`src/rtl/tick_wdog_pkg.sv`:
```
package tick_wdog_pkg;
   // Decoded effect of one control write
   typedef struct packed {
      logic activate;
      logic clear;
   } wd_cmd_t;
endpackage

```
`src/rtl/tick_wdog_tap.sv`:
```
module tick_wdog_tap #(
   parameter int SEL_W       = 2,
   parameter bit EDGE_DETECT = 1'b1
) (
   input  logic                  clk,
   input  logic                  rst_n,
   input  logic [(1<<SEL_W)-1:0] tb_tap,
   input  logic [SEL_W-1:0]      sel,
   output logic                  carry
);
   localparam int N_TAPS = 1 << SEL_W;

   logic [N_TAPS-1:0] tap_evt;

   generate
      if (EDGE_DETECT) begin : g_edge
         logic [N_TAPS-1:0] tap_prev;
         always_ff @(posedge clk) begin
            if (!rst_n) tap_prev <= '0;
            else        tap_prev <= tb_tap;
         end
         for (genvar gi = 0; gi < N_TAPS; gi++) begin : g_tap
            assign tap_evt[gi] = tb_tap[gi] & ~tap_prev[gi];
         end
      end else begin : g_pulse
         assign tap_evt = tb_tap;
      end
   endgenerate

   assign carry = tap_evt[sel];

   generate
      if (EDGE_DETECT) begin : g_chk
         AST_CARRY_ON_HIGH_TAP: assert property (@(posedge clk) disable iff (!rst_n)
            carry |-> tb_tap[sel]);
      end
   endgenerate
endmodule

```
`src/rtl/tick_wdog_ctrl.sv`:
```
module tick_wdog_ctrl
   import tick_wdog_pkg::*;
#(
   parameter int SEL_W = 2
) (
   input  logic             clk,
   input  logic             rst_n,
   input  logic             wr_en,
   input  logic             wr_kick_n,
   input  logic [SEL_W-1:0] wr_sel,
   input  logic             expire,
   output logic             active,
   output logic [SEL_W-1:0] sel_q,
   output wd_cmd_t          cmd
);
   always_comb begin
      cmd.activate = wr_en & ~wr_kick_n & ~active;
      cmd.clear    = wr_en & ~wr_kick_n &  active;
   end

   always_ff @(posedge clk) begin
      if (!rst_n) begin
         active <= 1'b0;
         sel_q  <= '0;
      end else if (cmd.activate) begin
         active <= 1'b1;
         sel_q  <= wr_sel;
      end else if (expire) begin
         active <= 1'b0;
      end
   end

   AST_SEL_LOCKED: assert property (@(posedge clk) disable iff (!rst_n)
      (active && $past(active)) |-> $stable(sel_q));
   AST_KICK_ONE_NO_START: assert property (@(posedge clk) disable iff (!rst_n)
      (!active && !(wr_en && !wr_kick_n)) |=> !active);
endmodule

```
`src/rtl/tick_wdog_cnt.sv`:
```
module tick_wdog_cnt #(
   parameter int CNT_W = 2
) (
   input  logic             clk,
   input  logic             rst_n,
   input  logic             active,
   input  logic             clear,
   input  logic             hold,
   input  logic             carry,
   output logic [CNT_W-1:0] count,
   output logic             expire
);
   localparam logic [CNT_W-1:0] CNT_MAX = {CNT_W{1'b1}};

   always_comb expire = active & ~clear & ~hold & carry & (count == CNT_MAX);

   always_ff @(posedge clk) begin
      if (!rst_n)                                count <= '0;
      else if (!active || clear || hold || expire) count <= '0;
      else if (carry)                            count <= count + CNT_W'(1);
   end

   AST_CLEAR_WINS: assert property (@(posedge clk) disable iff (!rst_n)
      (active && clear) |=> (count == '0));
   AST_LOWPOWER_HOLD: assert property (@(posedge clk) disable iff (!rst_n)
      hold |=> (count == '0));
   AST_STOPPED_ZERO: assert property (@(posedge clk) disable iff (!rst_n)
      !active |-> (count == '0));
   AST_STEP_BY_ONE: assert property (@(posedge clk) disable iff (!rst_n)
      (count != $past(count)) |-> (count == '0 || count == $past(count) + CNT_W'(1)));
endmodule

```
`src/rtl/tick_wdog.sv`:
```
module tick_wdog
   import tick_wdog_pkg::*;
#(
   parameter int SEL_W       = 2,
   parameter int CNT_W       = 2,
   parameter bit EDGE_DETECT = 1'b1
) (
   input  logic                  clk,
   input  logic                  rst_n,
   input  logic                  wr_en,
   input  logic                  wr_kick_n,
   input  logic [SEL_W-1:0]      wr_sel,
   input  logic [(1<<SEL_W)-1:0] tb_tap,
   input  logic                  lp_stop,
   input  logic                  lp_tbonly,
   input  logic                  lp_sleep,
   output logic                  wd_active,
   output logic [CNT_W-1:0]      wd_count,
   output logic                  wd_reset
);
   generate
      if (SEL_W < 1 || SEL_W > 4) begin : g_bad_sel
         $error("tick_wdog: SEL_W out of range");
      end
      if (CNT_W < 1) begin : g_bad_cnt
         $error("tick_wdog: CNT_W must be at least 1");
      end
   endgenerate

   logic             carry;
   logic             expire;
   logic             low_power;
   logic [SEL_W-1:0] sel_q;
   wd_cmd_t          cmd;

   assign low_power = lp_stop | lp_tbonly | lp_sleep;

   tick_wdog_ctrl #(.SEL_W(SEL_W)) u_ctrl (
      .clk       (clk),
      .rst_n     (rst_n),
      .wr_en     (wr_en),
      .wr_kick_n (wr_kick_n),
      .wr_sel    (wr_sel),
      .expire    (expire),
      .active    (wd_active),
      .sel_q     (sel_q),
      .cmd       (cmd)
   );

   tick_wdog_tap #(.SEL_W(SEL_W), .EDGE_DETECT(EDGE_DETECT)) u_tap (
      .clk    (clk),
      .rst_n  (rst_n),
      .tb_tap (tb_tap),
      .sel    (sel_q),
      .carry  (carry)
   );

   tick_wdog_cnt #(.CNT_W(CNT_W)) u_cnt (
      .clk    (clk),
      .rst_n  (rst_n),
      .active (wd_active),
      .clear  (cmd.clear),
      .hold   (low_power),
      .carry  (carry),
      .count  (wd_count),
      .expire (expire)
   );

   always_ff @(posedge clk) begin
      if (!rst_n) wd_reset <= 1'b0;
      else        wd_reset <= expire;
   end

   AST_PULSE_SINGLE: assert property (@(posedge clk) disable iff (!rst_n)
      wd_reset |=> !wd_reset);
   AST_RESET_STOPS: assert property (@(posedge clk) disable iff (!rst_n)
      wd_reset |-> (!wd_active && wd_count == '0));
   AST_RESET_AFTER_MAX: assert property (@(posedge clk) disable iff (!rst_n)
      $rose(wd_reset) |-> ($past(wd_count) == {CNT_W{1'b1}}));
endmodule

```
`config.mk`:
```
export PLATFORM = sky130hd
export DESIGN_NAME = tick_wdog
export DESIGN_NICKNAME = d
export VERILOG_FILES = /design/src/rtl/tick_wdog_pkg.sv /design/src/rtl/tick_wdog_tap.sv /design/src/rtl/tick_wdog_ctrl.sv /design/src/rtl/tick_wdog_cnt.sv /design/src/rtl/tick_wdog.sv
export SDC_FILE = /design/constraint.sdc
export NUM_CORES = 1
export LEC_CHECK = 0
export ABC_AREA = 1
export BUFFER_PORTS_ARGS = -buffer_cell sky130_fd_sc_hd__buf_2
export CELL_PAD_IN_SITES_DETAIL_PLACEMENT = 0
export CELL_PAD_IN_SITES_GLOBAL_PLACEMENT = 1
export CORE_MARGIN = 10
export CORE_UTILIZATION = 32
export CTS_CLUSTER_DIAMETER = 100
export CTS_CLUSTER_SIZE = 10
export DETAILED_ROUTE_END_ITERATION = 8
export MAX_ROUTING_LAYER = met4
export PLACE_DENSITY_LB_ADDON = 0.1
export SLEW_MARGIN = 20
export SYNTH_ARGS = -nofsm -noshare
export SYNTH_HDL_FRONTEND = slang
export SYNTH_SLANG_ARGS = --single-unit
export TNS_END_PERCENT = 10
```
`constraint.sdc`:
```
create_clock -name clk -period 1.9 [get_ports clk]
set_clock_uncertainty 0.1 [all_clocks]
set_input_delay 0.19 -clock clk [delete_from_list [all_inputs] [get_ports clk]]
set_output_delay 0.19 -clock clk [all_outputs]
set_load 0.05 [all_outputs]
```
==> impl_metrics.json <==
{
  "cp_top_family": "flip-flops",
  "maxSlewHeadroom_pct": 83.2,
  "core_area_sq_um": 1320,
  "antenna_left": 0,
  "vias": 416,
  "gp_congestion": 0.769,
  "die_h_um": 57.6,
  "irDropWorstVdd_mv": 0.478,
  "status": "completed",
  "n_antenna_cell": 0,
  "cp-end-kind": "output pin",
  "cts.sinks": 10,
  "std_cell_rows": 13,
  "ys_seq_area_share_pct": 44.3,
  "grt_max_degree": 11,
  "cp.arrival_ns": 0.93,
  "holdBufCountCts": 0,
  "drtPass1Iterations": 2,
  "ys_types": 12,
  "routed_wl_um": 950,
  "syn-mean-instance-area_sq_um": 7.06,
  "cts_setup_buffers": 0,
  "crit_type": "reg -> out",
  "dieArea_sq_um": 3310,
  "drcViolationCount": 0,
  "cp-start-kind": "flop",
  "tns_ns": 0,
  "n_fill_cell": 143,
  "final_util_pct": 44.2,
  "routedWlPerCell_um": 9.69,
  "cts-root-buf": "clkbuf_4",
  "antenna_found_initial": 0,
  "worst_slack_ns": 0.681,
  "drive_gt1_share_pct": 27.7,
  "hold_viol": 0,
  "grt_pass1_vias": 411,
  "cts_tree": "yes",
  "grt_pass1_wl_mm": 1.66,
  "cp_cell_sequence": "buf_2",
  "cp_max_fo": 4,
  "areaGrowthSynthToFinish_pct": 28.8,
  "max_cap_viol_count": 0,
  "ioPinCount": 17,
  "dp_hpwl_um": 799,
  "fmax_ghz": 0.821,
  "final_nets": 98,
  "required_ns": 1.61,
  "worst_pin_slew_ns": 0.254,
  "hp-class": "in -> reg",
  "htreeDepth": 1,
  "ys_seq_elements": 10,
  "p_leak_nw": 0.326,
  "start_util_pct": 34.3,
  "clk_path_buf_depth": 2,
  "drt_iter0_drc": 5,
  "finalSetupViolations": 0,
  "cts_resized": 0,
  "pre_cts_ws_ns": 0.727,
  "yosysWarnings": 0,
  "grt_overflow": 0,
  "die-width_um": 57.6,
  "slowest_delay_ns": 0.38,
  "powerDensity_nw_per_um2": 819,
  "rsz0062_at_grt": "no",
  "viasPerCell": 4.24,
  "slew_viol_final": 0,
  "grtUsageTotal_pct": 6.39,
  "clkTransAtPathRegs_ns": 0.07,
  "syn_inst": 64,
  "post-route-period-util_pct": 64.1,
  "clk_latency_ns": 0.26,
  "fin_crit_ns": 1.22,
  "critPathSlowestCell": "dfxtp_1",
  "syn_area_sq_um": 452,
  "critPathBufInv": 1,
  "cts_buffers": 3,
  "power_w": 0.000476,
  "regToRegSetupSlack_ns": 0.73,
  "synth_nets": 78,
  "port_buffers": 16
}
## final cells by class
| class | instances | area [sq um] | share of cell area (%) |
|---|---|---|---|
| tap | 15 | 18.8 | 3.23 |
| multi-input combinational | 38 | 190 | 32.7 |
| sequential | 10 | 200 | 34.4 |
| inverter | 15 | 56.3 | 9.68 |
| clock buffer | 4 | 36.3 | 6.24 |
| timing repair buffer | 16 | 80.1 | 13.8 |
## flip-flops by register name, summed over array words and instances (netlist names)
| name | flops |
|---|---|
| u_cnt.count | 2 |
| u_ctrl.active | 1 |
| u_ctrl.sel_q | 2 |
| u_tap.g_edge.tap_prev | 4 |
| wd_reset | 1 |
## where the power goes
| part | switching, W | internal (W) | total (W) |
|---|---|---|---|
| clock | 0.0000767 | 0.000116 | 0.000193 |
| sequential | 0.00000528 | 0.000219 | 0.000224 |
| combinational | 0.0000353 | 0.0000236 | 0.0000590 |
## layer usage
layer	global-route usage, %	share of wire, %
met5	-	0
met2	9.36	47
met3	4.87	8.2
met1	6.83	44
met4	1.01	0
## cells in the mapped netlist
master	count	area (sq um)
nand3b_1	1	7.51
buf_2	1	5.00
a21oi_1	2	10.0
dfxtp_1	10	200
nor2_1	8	30.0
ha_1	1	12.5
nand3_1	7	35.0
nand4_1	1	6.26
nand3_2	3	30.0
o21ai_0	2	10.0
inv_1	15	56.3
nand2_1	13	48.8
## per-stage QoR
step           instance area, sq um  hold slack, ns  cells
6_report                        582          0.0161     98
5_1_grt                         582          0.0284     98
4_1_cts                         582          0.0145     98
3_5_place_dp                    546           0.295     94
3_3_place_gp                    546           0.287     94
2_1_floorplan                   452           0.183     64
## cell usage in the layout (no fill, tap or decap), types with 2 or more instances in the layout
cell	instances
a21oi_1	2
buf_2	16
clkbuf_4	3
dfxtp_1	10
inv_1	15
nand2_1	13
nand3_1	7
nand3_2	3
nor2_1	8
o21ai_0	2
## final timing paths
kind	end	start	cells past startpoint
max reg2reg	u_ctrl.active	u_ctrl.active	7
min	u_tap.g_edge.tap_prev[3]	tb_tap[3]	3
min reg2reg	u_ctrl.active	u_ctrl.active	2
max	wd_count[0]	u_cnt.count[0]	1
## cells by family after synthesis
family / after synthesis / share of synthesized area, %
buffers and inverters: 16 / 13.6
AND/OR/NAND/NOR: 33 / 34.9
adder cells (fa/ha/maj): 1 / 2.77
AO/OA/AOI/OAI: 4 / 4.43
flip-flops: 10 / 44.3
(Power assumes the default switching activity.)
